## src/rtl/pwm_fifo_pkg.sv

```systemverilog
package pwm_fifo_pkg;

  localparam int CNT_W  = 16;
  localparam int PRE_W  = 12;
  localparam int DATA_W = 32;
  localparam int ADDR_W = 5;

  localparam logic [CNT_W-1:0] PR_MAX = 16'hFFFE;

  localparam logic [ADDR_W-1:0] OFS_CTRL = 5'h00;
  localparam logic [ADDR_W-1:0] OFS_STAT = 5'h04;
  localparam logic [ADDR_W-1:0] OFS_SAMP = 5'h0C;
  localparam logic [ADDR_W-1:0] OFS_PER  = 5'h10;

  localparam int CB_SWR = 3;
  localparam int SB_FE  = 3;
  localparam int SB_ROV = 4;
  localparam int SB_CMP = 5;
  localparam int SB_FWE = 6;

  typedef enum logic [1:0] {SRC_OFF, SRC_BUS, SRC_HF, SRC_LF} clk_src_e;
  typedef enum logic [1:0] {OUT_NORM, OUT_INV, OUT_LOW, OUT_LOW2} out_cfg_e;

  typedef struct packed {
    logic [3:0]       lp;
    out_cfg_e         outcfg;
    clk_src_e         src;
    logic [PRE_W-1:0] presc;
    logic [1:0]       rep;
    logic             en;
  } ctrl_t;

  // last count value of a period: clamp, then one below the length (value + 2)
  function automatic logic [CNT_W-1:0] period_last(input logic [CNT_W-1:0] pr);
    logic [CNT_W-1:0] c;
    c = (pr >= PR_MAX) ? PR_MAX : pr;
    return c + 1'b1;
  endfunction

  // number of extra periods a sample is kept for, per repeat code
  function automatic logic [2:0] rep_last(input logic [1:0] code);
    case (code)
      2'd0:    return 3'd0;
      2'd1:    return 3'd1;
      2'd2:    return 3'd3;
      default: return 3'd7;
    endcase
  endfunction

  function automatic logic shape_out(input logic raw, input out_cfg_e cfg);
    case (cfg)
      OUT_NORM: return raw;
      OUT_INV:  return ~raw;
      default:  return 1'b0;
    endcase
  endfunction

  function automatic ctrl_t ctrl_unpack(input logic [DATA_W-1:0] d);
    ctrl_t c;
    c.en     = d[0];
    c.rep    = d[2:1];
    c.presc  = d[15:4];
    c.src    = clk_src_e'(d[17:16]);
    c.outcfg = out_cfg_e'(d[19:18]);
    c.lp     = d[25:22];
    return c;
  endfunction

  function automatic logic [DATA_W-1:0] ctrl_pack(input ctrl_t c, input logic busy);
    logic [DATA_W-1:0] d;
    d        = '0;
    d[0]     = c.en;
    d[2:1]   = c.rep;
    d[3]     = busy;
    d[15:4]  = c.presc;
    d[17:16] = c.src;
    d[19:18] = c.outcfg;
    d[25:22] = c.lp;
    return d;
  endfunction

endpackage

```

## src/rtl/pwm_sample_fifo.sv

```systemverilog
module pwm_sample_fifo #(
  parameter int DEPTH = 4,
  parameter int W     = 16
) (
  input  logic                       clk,
  input  logic                       rst_n,
  input  logic                       clr,
  input  logic                       push,
  input  logic [W-1:0]               din,
  input  logic                       pop,
  output logic [W-1:0]               head,
  output logic [$clog2(DEPTH+1)-1:0] count,
  output logic                       full,
  output logic                       empty
);
  localparam int PTR_W = (DEPTH > 1) ? $clog2(DEPTH) : 1;
  localparam int OCC_W = $clog2(DEPTH + 1);

  logic [W-1:0]     mem [DEPTH];
  logic [PTR_W-1:0] wr_q, rd_q;
  logic [OCC_W-1:0] cnt_q;

  function automatic logic [PTR_W-1:0] ptr_inc(input logic [PTR_W-1:0] p);
    return (p == PTR_W'(DEPTH - 1)) ? '0 : p + 1'b1;
  endfunction

  assign full  = (cnt_q == OCC_W'(DEPTH));
  assign empty = (cnt_q == '0);
  assign count = cnt_q;
  assign head  = mem[rd_q];

  always_ff @(posedge clk) begin
    if (push && !full) mem[wr_q] <= din;
  end

  always_ff @(posedge clk or negedge rst_n) begin
    if (!rst_n) begin
      wr_q  <= '0;
      rd_q  <= '0;
      cnt_q <= '0;
    end else if (clr) begin
      wr_q  <= '0;
      rd_q  <= '0;
      cnt_q <= '0;
    end else begin
      if (push && !full) wr_q <= ptr_inc(wr_q);
      if (pop && !empty) rd_q <= ptr_inc(rd_q);
      cnt_q <= cnt_q + OCC_W'(push && !full) - OCC_W'(pop && !empty);
    end
  end

endmodule

```

## src/rtl/pwm_timebase.sv

```systemverilog
module pwm_timebase
  import pwm_fifo_pkg::*;
(
  input  logic             clk,
  input  logic             rst_n,
  input  logic             clr,
  input  logic             run,
  input  clk_src_e         src,
  input  logic             hf_tick,
  input  logic             lf_tick,
  input  logic [PRE_W-1:0] presc,
  input  logic [CNT_W-1:0] period,
  output logic [CNT_W-1:0] cnt,
  output logic             adv,
  output logic             roll
);
  logic [PRE_W-1:0] pre_q;
  logic [CNT_W-1:0] cnt_q;
  logic [CNT_W-1:0] last;
  logic             tick;

  always_comb begin
    case (src)
      SRC_OFF: tick = 1'b0;
      SRC_BUS: tick = 1'b1;
      SRC_HF:  tick = hf_tick;
      default: tick = lf_tick;
    endcase
  end

  assign last = period_last(period);
  assign adv  = run && !clr && tick && (pre_q >= presc);
  assign roll = adv && (cnt_q >= last);
  assign cnt  = cnt_q;

  always_ff @(posedge clk or negedge rst_n) begin
    if (!rst_n) begin
      pre_q <= '0;
      cnt_q <= '0;
    end else if (clr || !run) begin
      pre_q <= '0;
      cnt_q <= '0;
    end else if (tick) begin
      if (pre_q >= presc) begin
        pre_q <= '0;
        cnt_q <= roll ? '0 : cnt_q + 1'b1;
      end else begin
        pre_q <= pre_q + 1'b1;
      end
    end
  end

endmodule

```

## src/rtl/pwm_duty_sel.sv

```systemverilog
module pwm_duty_sel
  import pwm_fifo_pkg::*;
(
  input  logic             clk,
  input  logic             rst_n,
  input  logic             clr,
  input  logic             en,
  input  logic             roll,
  input  logic [1:0]       rep_code,
  input  logic             fifo_empty,
  input  logic [CNT_W-1:0] fifo_head,
  output logic             pop,
  output logic [CNT_W-1:0] active,
  output logic             loaded,
  output logic [2:0]       rep_cnt
);
  logic [CNT_W-1:0] act_q;
  logic             ld_q;
  logic [2:0]       rep_q;
  logic             rep_done;

  assign rep_done = (rep_q >= rep_last(rep_code));
  assign pop      = en && !clr && !fifo_empty && (!ld_q || (roll && rep_done));
  assign active   = act_q;
  assign loaded   = ld_q;
  assign rep_cnt  = rep_q;

  always_ff @(posedge clk or negedge rst_n) begin
    if (!rst_n) begin
      act_q <= '0;
      ld_q  <= 1'b0;
      rep_q <= '0;
    end else if (clr) begin
      act_q <= '0;
      ld_q  <= 1'b0;
      rep_q <= '0;
    end else if (!en) begin
      ld_q  <= 1'b0;
      rep_q <= '0;
    end else if (!ld_q) begin
      ld_q  <= 1'b1;
      rep_q <= '0;
      if (!fifo_empty) act_q <= fifo_head;
    end else if (roll) begin
      if (rep_done) begin
        rep_q <= '0;
        if (!fifo_empty) act_q <= fifo_head;
      end else begin
        rep_q <= rep_q + 1'b1;
      end
    end
  end

endmodule

```

## src/rtl/pwm_fifo_gen.sv

```systemverilog
module pwm_fifo_gen
  import pwm_fifo_pkg::*;
#(
  parameter int FIFO_DEPTH = 4,
  parameter int SWR_CYCLES = 4
) (
  input  logic              clk,
  input  logic              rst_n,
  input  logic              hf_tick,
  input  logic              lf_tick,
  input  logic [ADDR_W-1:0] bus_addr,
  input  logic              bus_wr,
  input  logic [DATA_W-1:0] bus_wdata,
  output logic [DATA_W-1:0] bus_rdata,
  output logic              pwm_out
);
  localparam int OCC_W = $clog2(FIFO_DEPTH + 1);
  localparam int SWR_W = $clog2(SWR_CYCLES + 1);

  ctrl_t            ctrl_q;
  logic [CNT_W-1:0] per_q;
  logic [SWR_W-1:0] swr_q;
  logic             swr_busy;
  logic             fe_q, rov_q, cmp_q, fwe_q;

  logic wr_ctrl, wr_stat, wr_samp, wr_per, swr_req;

  logic [OCC_W-1:0] occ;
  logic             fifo_full, fifo_empty, push, pop;
  logic [CNT_W-1:0] fifo_head;

  logic [CNT_W-1:0] tb_cnt, active;
  logic             tb_adv, tb_roll, loaded;
  logic [2:0]       rep_cnt;

  // named events used by the flags and the checker
  logic             cmp_evt, fe_evt, fwe_evt, raw_wave;
  logic             ctrl_en;
  logic [1:0]       ctrl_out;

  assign swr_busy = (swr_q != '0);
  assign wr_ctrl  = bus_wr && !swr_busy && (bus_addr == OFS_CTRL);
  assign wr_stat  = bus_wr && !swr_busy && (bus_addr == OFS_STAT);
  assign wr_samp  = bus_wr && !swr_busy && (bus_addr == OFS_SAMP);
  assign wr_per   = bus_wr && !swr_busy && (bus_addr == OFS_PER);
  assign swr_req  = wr_ctrl && bus_wdata[CB_SWR];
  assign ctrl_en  = ctrl_q.en;
  assign ctrl_out = ctrl_q.outcfg;

  always_ff @(posedge clk or negedge rst_n) begin
    if (!rst_n) begin
      ctrl_q <= '0;
      per_q  <= PR_MAX;
      swr_q  <= '0;
    end else if (swr_req) begin
      ctrl_q <= '0;
      per_q  <= PR_MAX;
      swr_q  <= SWR_W'(SWR_CYCLES);
    end else if (swr_busy) begin
      swr_q  <= swr_q - 1'b1;
    end else begin
      if (wr_ctrl) ctrl_q <= ctrl_unpack(bus_wdata);
      if (wr_per)  per_q  <= bus_wdata[CNT_W-1:0];
    end
  end

  assign push    = wr_samp && !fifo_full;
  assign fwe_evt = wr_samp && fifo_full;
  assign fe_evt  = pop && (occ == OCC_W'(1)) && !push;
  assign cmp_evt = tb_adv && !tb_roll && (CNT_W'(tb_cnt + 1'b1) == active);

  pwm_sample_fifo #(.DEPTH(FIFO_DEPTH), .W(CNT_W)) u_fifo (
    .clk   (clk),
    .rst_n (rst_n),
    .clr   (swr_busy),
    .push  (push),
    .din   (bus_wdata[CNT_W-1:0]),
    .pop   (pop),
    .head  (fifo_head),
    .count (occ),
    .full  (fifo_full),
    .empty (fifo_empty)
  );

  pwm_timebase u_tb (
    .clk     (clk),
    .rst_n   (rst_n),
    .clr     (swr_busy || !ctrl_q.en),
    .run     (loaded),
    .src     (ctrl_q.src),
    .hf_tick (hf_tick),
    .lf_tick (lf_tick),
    .presc   (ctrl_q.presc),
    .period  (per_q),
    .cnt     (tb_cnt),
    .adv     (tb_adv),
    .roll    (tb_roll)
  );

  pwm_duty_sel u_sel (
    .clk        (clk),
    .rst_n      (rst_n),
    .clr        (swr_busy),
    .en         (ctrl_q.en),
    .roll       (tb_roll),
    .rep_code   (ctrl_q.rep),
    .fifo_empty (fifo_empty),
    .fifo_head  (fifo_head),
    .pop        (pop),
    .active     (active),
    .loaded     (loaded),
    .rep_cnt    (rep_cnt)
  );

  // sticky flags: a set in the same cycle wins over a write-1 clear
  always_ff @(posedge clk or negedge rst_n) begin
    if (!rst_n) begin
      fe_q  <= 1'b1;
      rov_q <= 1'b0;
      cmp_q <= 1'b0;
      fwe_q <= 1'b0;
    end else if (swr_busy) begin
      fe_q  <= 1'b1;
      rov_q <= 1'b0;
      cmp_q <= 1'b0;
      fwe_q <= 1'b0;
    end else begin
      fe_q  <= (fe_q  && !(wr_stat && bus_wdata[SB_FE]))  || fe_evt;
      rov_q <= (rov_q && !(wr_stat && bus_wdata[SB_ROV])) || tb_roll;
      cmp_q <= (cmp_q && !(wr_stat && bus_wdata[SB_CMP])) || cmp_evt;
      fwe_q <= (fwe_q && !(wr_stat && bus_wdata[SB_FWE])) || fwe_evt;
    end
  end

  always_comb begin
    bus_rdata = '0;
    case (bus_addr)
      OFS_CTRL: bus_rdata = ctrl_pack(ctrl_q, swr_busy);
      OFS_STAT: begin
        bus_rdata[OCC_W-1:0] = occ;
        bus_rdata[SB_FE]     = fe_q;
        bus_rdata[SB_ROV]    = rov_q;
        bus_rdata[SB_CMP]    = cmp_q;
        bus_rdata[SB_FWE]    = fwe_q;
      end
      OFS_SAMP: if (ctrl_q.en && loaded) bus_rdata[CNT_W-1:0] = active;
      OFS_PER:  bus_rdata[CNT_W-1:0] = per_q;
      default:  bus_rdata = '0;
    endcase
  end

  assign raw_wave = loaded && (tb_cnt < active);
  assign pwm_out  = shape_out(raw_wave, ctrl_q.outcfg);

endmodule

```

## config.mk

```make
export PLATFORM = sky130hd
export DESIGN_NAME = pwm_fifo_gen
export DESIGN_NICKNAME = d
export VERILOG_FILES = /design/src/rtl/pwm_fifo_pkg.sv /design/src/rtl/pwm_sample_fifo.sv /design/src/rtl/pwm_timebase.sv /design/src/rtl/pwm_duty_sel.sv /design/src/rtl/pwm_fifo_gen.sv
export SDC_FILE = /design/constraint.sdc
export NUM_CORES = 1
export LEC_CHECK = 0
export BUFFER_PORTS_ARGS = -buffer_cell sky130_fd_sc_hd__buf_4
export CORE_MARGIN = 2
export CORE_UTILIZATION = 45
export DETAILED_ROUTE_END_ITERATION = 10
export PLACE_DENSITY = 0.66
export SETUP_SLACK_MARGIN = 0.3
export SLEW_MARGIN = 5
export SYNTH_ARGS = -nofsm -noshare
export SYNTH_HDL_FRONTEND = slang
export SYNTH_SLANG_ARGS = --single-unit
export TNS_END_PERCENT = 20
```

## constraint.sdc

```tcl
create_clock -name clk -period 4.55 [get_ports clk]
set_input_delay 0.2275 -clock clk [delete_from_list [all_inputs] [get_ports clk]]
set_output_delay 0.2275 -clock clk [all_outputs]
set_load 0.02 [all_outputs]
```

Word level (Yosys, flattened, before mapping)
Memories as Yosys holds them, arrays and structs flattened.
Cells that the tools add are included.
{ "word_totals": {"ramBits": 64, "ff_bits": 101, "output_inout_bits": 33, "mem_count": 1, "word_cells": 171, "input_bits": 42} }
{ "op_classes": {"n_addsub": 9, "magnitude_cmp": 5, "eq_ne": 17, "mux": 49, "bitwise_logic": 1, "n_reduce_logical": 69} }
{ "memory_table": {"columns": ["name", "words", "width", "read_ports", "rd_ports_with_merged_regs", "write_ports", "line_no", "source"], "rows": [
  ["u_fifo.mem", 4, 16, 1, 0, 1, "pwm_sample_fifo.sv:19", "logic [W-1:0] mem [DEPTH];"]
]} }
{ "op_table": {"columns": ["operator", "count"], "rows": [
  ["$mux 16", 15],
  ["$mux 23", 3],
  ["$mux 12", 3],
  ["$add 16x1->16 const B", 2],
  ["$logic_and 1x1->1", 32],
  ["$pmux 7 s4", 1],
  ["$pmux 9 s3", 1],
  ["$mux 3", 8],
  ["$eq 16x16->1", 1],
  ["$ge 16x16->1", 1],
  ["$ge 16x16->1 const B", 1],
  ["$lt 16x16->1", 1],
  ["$reduce_bool 2->1", 8],
  ["$add 12x1->12 const B", 1],
  ["$ge 12x12->1", 1],
  ["$logic_not 1->1", 12],
  ["$mux 2", 6],
  ["$mux 10", 1],
  ["$pmux 3 s3", 1],
  ["$eq 2x2->1 const B", 4],
  ["$mux 1", 8],
  ["$logic_or 1x1->1", 7],
  ["$eq 2x1->1 const B", 3],
  ["$logic_not 2->1", 3],
  ["other kinds (22)", 26]
]} }

Depth between registers and ports, before layout
{ "logic_depth": {"depth_word": 14, "mapped_depth": 25, "mapped_depth_nobuf": 24} }

By module
A second synthesis with hierarchy kept.
{ "unflattened": {"hier_cells": 881, "area_unflattened_um2": 9628.0} }
{ "modules_own_cells": {"columns": ["mod", "n_inst", "cells_per_inst", "area_per_inst_um2", "seq_area_each_um2"], "rows": [
  ["pwm_fifo_gen", 1, 395, 3385.7, 1171.1],
  ["pwm_sample_fifo", 1, 130, 2839.0, 2097.0],
  ["pwm_timebase", 1, 287, 2501.1, 700.7],
  ["pwm_duty_sel", 1, 69, 902.1, 500.5]
]} }

Least setup slack after synthesis
Ideal clock, no wire load.
{ "synth_path": {"kind": "register to register", "startpoint": "register per_q[2]", "endpoint": "register u_fifo.cnt_q[2] (netlist: u_fifo.count[2])", "period_less_slack_ps": 5017, "path_buffers": 2, "setup_time_ps": 132, "arrival_time_ps": 4885, "setup_slack_ps": -467, "t_required_ps": 4418, "path_stages_with_launch": 26, "cell_sequence": "dfstp_2 -> clkbuf_1 -> nand4_1 -> or2_2 -> o31a_1 -> ha_1 -> nand4_1 -> nor2_1 -> nand3_1 -> xor2_1 -> ha_1 -> nand3_1 -> or2_0 -> a2111o_1 -> a31oi_4 -> o211ai_2 -> buf_2 -> a21oi_1 -> ha_1 -> inv_1 -> ha_1 -> inv_1 -> fa_1 -> xor2_1 -> xnor2_1 -> nor2_1"} }
{ "synth_via": {"elab_chain_cells": 11} }
{ "synth_lines": {"columns": ["item", "line_no", "source"], "rows": [
  ["from (decl)", "pwm_fifo_gen.sv:21", "logic [CNT_W-1:0] per_q;"],
  ["from (signal assigned)", "pwm_fifo_gen.sv:63", "if (wr_per) per_q <= bus_wdata[CNT_W-1:0];"],
  ["$ge 16x16->1", "pwm_fifo_pkg.sv:36", "c = (pr >= PR_MAX) ? PR_MAX : pr;"],
  ["$mux 16 (*)", "pwm_fifo_pkg.sv:36", null],
  ["$add 16x1->16 (*)", "pwm_fifo_pkg.sv:37", "return c + 1'b1;"],
  ["$ge 16x16->1 (*)", "pwm_timebase.sv:33", "assign roll = adv && (cnt_q >= last);"],
  ["$logic_and 1x1->1 (*)", "pwm_timebase.sv:33", null],
  ["$logic_and 1x1->1 (*)", "pwm_duty_sel.sv:23", "assign pop = en && !clr && !fifo_empty && (!ld_q || (roll && rep_done));"],
  ["$logic_or 1x1->1 (*)", "pwm_duty_sel.sv:23", null],
  ["$logic_and 1x1->1 (*)", "pwm_duty_sel.sv:23", null],
  ["$logic_and 1x1->1 (*)", "pwm_sample_fifo.sv:48", "cnt_q <= cnt_q + OCC_W'(push && !full) - OCC_W'(pop && !empty);"],
  ["$sub 3x1->3 (*)", "pwm_sample_fifo.sv:48", null],
  ["$mux 3 (*)", "pwm_sample_fifo.sv:41", "end else if (clr) begin"],
  ["to (signal assigned)", "pwm_sample_fifo.sv:48", null],
  ["to (decl)", "pwm_sample_fifo.sv:21", "logic [OCC_W-1:0] cnt_q;"]
]} }
Every way passes the cells marked *; elsewhere a longest branch is shown, timed or not.
A chain may end at the register's enable or synchronous reset.

Final worst setup path
{ "layout_path": {"startpoint": "register per_q[4]", "endpoint": "register u_fifo.cnt_q[2] (netlist: u_fifo.count[2])"} }
Same word-level chain as after synthesis.

==> reports/metrics.cfg <==
[global_route]
grt_max_degree=62
grt_usage=0.227
antenna_found_initial=0
grt_pass1_vias=6504
grt_first_pass_wirelength_um=38100
overflow=0

[setup_path]
worstPathMaxFanout=2
crit_arrival_ns=4.81
crit_required_ns=4.83
end_kind=flop
cp_top_family=adder cells
crit_type=flop to flop
cpMaxStageDelayCell=dfstp_2
path_cells=nand4_1, or2_4, o31a_1, ha_2, nand4_1, buf_4, nor2_2, xnor2_1, ha_1, nand2_1, or2_1, a2111o_1, a31oi_4, o211ai_4, a21oi_2, ha_1, inv_2, ha_4, inv_2, fa_2, xor2_1, xnor2_1, nor2_1
critPathMaxStageDelay_ns=0.53
startpoint_type=flop
crit_buf_inv=3

[layout]
insertedDiodeCount=0
synthToLayoutAreaGrowth_pct=15.9
layout_common_cells=buf_4 (92), dfrtp_1 (85), nand2_1 (74)
post_route_cells_drive_above_1_share=0.196
layout.cells.most_common=buf_4
n_fill_cell=1778
final_core_util=0.533
fin_cells=1223
fin_nets=1043

[route]
vias_per_cell=5.66
ant_nets=0
wl_um=24200
drt_iter0_drc=599
wire_per_inst_um=19.8
first_pass_iters=5
vias=6917
drc=0

[logic_synthesis]
syn_avg_cell_area_um2=10.7
ys_ff_latch=165
synth_area_leader_cell=dfrtp_1
yosysTopAreaCellShare=0.228
ys.flop_type=dfrtp_1
synthTopCellsByArea=dfrtp_1 (23%), edfxtp_1 (21%), ha_1 (8.0%), dfstp_2 (4.5%), mux4_2 (3.9%)
yosysWarnings=0
async_reset_ff_frac=0.612
ys_seq_area_frac=0.479
ys_types=72
synth_edf_count=64
netlist_instances=872
syn_area_um2=9340

[die]
fp.dieH_um=148
start_util=0.460
rows=52
io-pin-count=75
die_area_um2=21900
floorplan.core_area_um2=20300
die_w_um=148

[timing]
fmax_ghz=0.221
setup_violations=0
relSlewSlack=0.148
rsz0062_at_grt=yes
tightestPinTransition_ns=1.26
slew_viol_final=0
finalHoldViolCount=0
period_share=0.996
period_needed_ns=4.53
skew_ns=0.00960

[worst_hold_path]
hold_class=input pin to flop

[pwr]
seqPwrFrac=0.444
ir_worst_vdd_mv=0.234
switching_share=0.288
power_frac_comb=0.184
p_clk_frac=0.371
power_density_nw_per_um2=368
power.leakage_nw=4.41
internal-power_mw=2.84
power.total_mw=3.98
p_switching_mw=1.15

[clocking]
root_buffer=clkbuf_16
path_clk_slew_ns=0.07
clock-sinks=165
htreeDepth=4
cts_buffer_depth=2
clock_latency_ns=0.42
cts_tree=done
cts_buffers=17

[placed_design]
dpl.hpwl_um=17300
placed_cells=1183
io_buffer_count=58
gp_congestion=0.931

[status]
outcome=finished, final reports clean

[job]
drv_cap=0

## what timing repair did
item,in CTS,in global routing
endpoints found under the setup margin,2,2
buffers inserted,4,3
hold buffers,1,0
endpoints found under the hold margin,55,0
gates resized for setup,1,11
pin swaps,11,17
## registers in the layout, summed over array words and instances (netlist names)
register       count
per_q             16
u_fifo.mem        64
u_sel.active      16
u_fifo.count       3
ctrl_q            20
ctrl_out           2
u_sel.loaded       1
u_tb.cnt          16
cmp_q              1
rov_q              1
ctrl_en            1
fe_q               1
u_fifo.wr_q        2
fwe_q              1
swr_q              3
u_tb.pre_q        12
u_fifo.rd_q        2
u_sel.rep_cnt      3
## synthesized netlist by cell type (all sizes together) (17+ instances only)
master   n
edfxtp  64
buf     28
xnor2   31
nand3   43
nand2   74
nor2    58
dfrtp   85
and2    17
xor2    22
a31oi   19
o21ai   54
nand3b  23
a21oi   49
inv     50
clkbuf  23
ha      60
mux2i   19
## per-stage QoR
stage | area (um^2) | hold WS, ns | TNS [ns] | worst slack (ns)
4_1_cts | 10800 | 0.0143 | 0 | 0.107
3_3_place_gp | 10100 | 0.394 | 0 | 0.0521
6_report | 10800 | 0.0278 | 0 | 0.0204
3_5_place_dp | 10100 | 0.390 | -0.00269 | -0.00269
2_1_floorplan | 9400 | -0.0681 | -0.283 | -0.205
5_1_grt | 10800 | 0.0269 | -0.178 | -0.178
## power by group through the flow
stage / Sequential (mW) / Combinational, mW / Clock (mW)
after global placement: 1.79 / 0.700 / 0
final: 1.77 / 0.735 / 1.48
after floorplan: 1.80 / 0.419 / 0
after global routing: 1.78 / 0.805 / 1.56
after detailed placement: 1.79 / 0.712 / 0
after CTS: 1.77 / 0.722 / 1.49
## per-layer routing
metal | global-route usage | wire length, um | vias up
li1 | - | - | 3270
met4 | 0.0581 | 437 | 0
met5 | 0 | 0 | -
met3 | 0.0565 | 1790 | 25
met2 | 0.342 | 10900 | 253
met1 | 0.330 | 11100 | 3369
## worst register-to-register path, delay by kind of cell, from the launching register on
kind / cells / cell delay [ns]
compound gates: 5 / 1.16
simple gates: 7 / 0.82
xor+xnor: 3 / 0.44
flops: 1 / 0.53
buf+inv: 3 / 0.25
fa+ha+maj: 5 / 1.18
## path summary, 6_finish.rpt
check | from | to | slack [ns] | depth (start not counted)
worst max register to register | per_q[4] | u_fifo.count[2] | 0.02 | 23
worst min-delay path | bus_wdata[17] | ctrl_q[16] | 0.03 | 3
worst min register to register | ctrl_q[21] | ctrl_q[21] | 0.46 | 2
max in group asynchronous | rst_n | per_q[8] | 2.99 | 3
min in group asynchronous | rst_n | u_sel.active[10] | 0.45 | 2
worst max-delay path | per_q[4] | u_fifo.count[2] | 0.02 | 23
## cell families after synthesis
family / after synthesis / share of synthesized area
AOI/OAI and AO/OA: 183 / 0.131
xor gates and xnor gates: 53 / 0.0497
adders and majority gates: 61 / 0.0826
buffers and inverters: 101 / 0.0470
DFF: 165 / 0.479
muxes: 36 / 0.0602
other: 1 / 0.000402
and+or+nand+nor: 272 / 0.151
## final cells by class
cell class	count	area (um^2)	share of cell area
Clock inverter	13	168	0.0155
Timing Repair Buffer	93	701	0.0648
Sequential cell	165	4470	0.413
Inverter	50	188	0.0173
Tap cell	270	338	0.0312
Clock buffer	19	433	0.0400
Multi-Input combinational cell	613	4520	0.418
(Power assumes the default switching activity.)
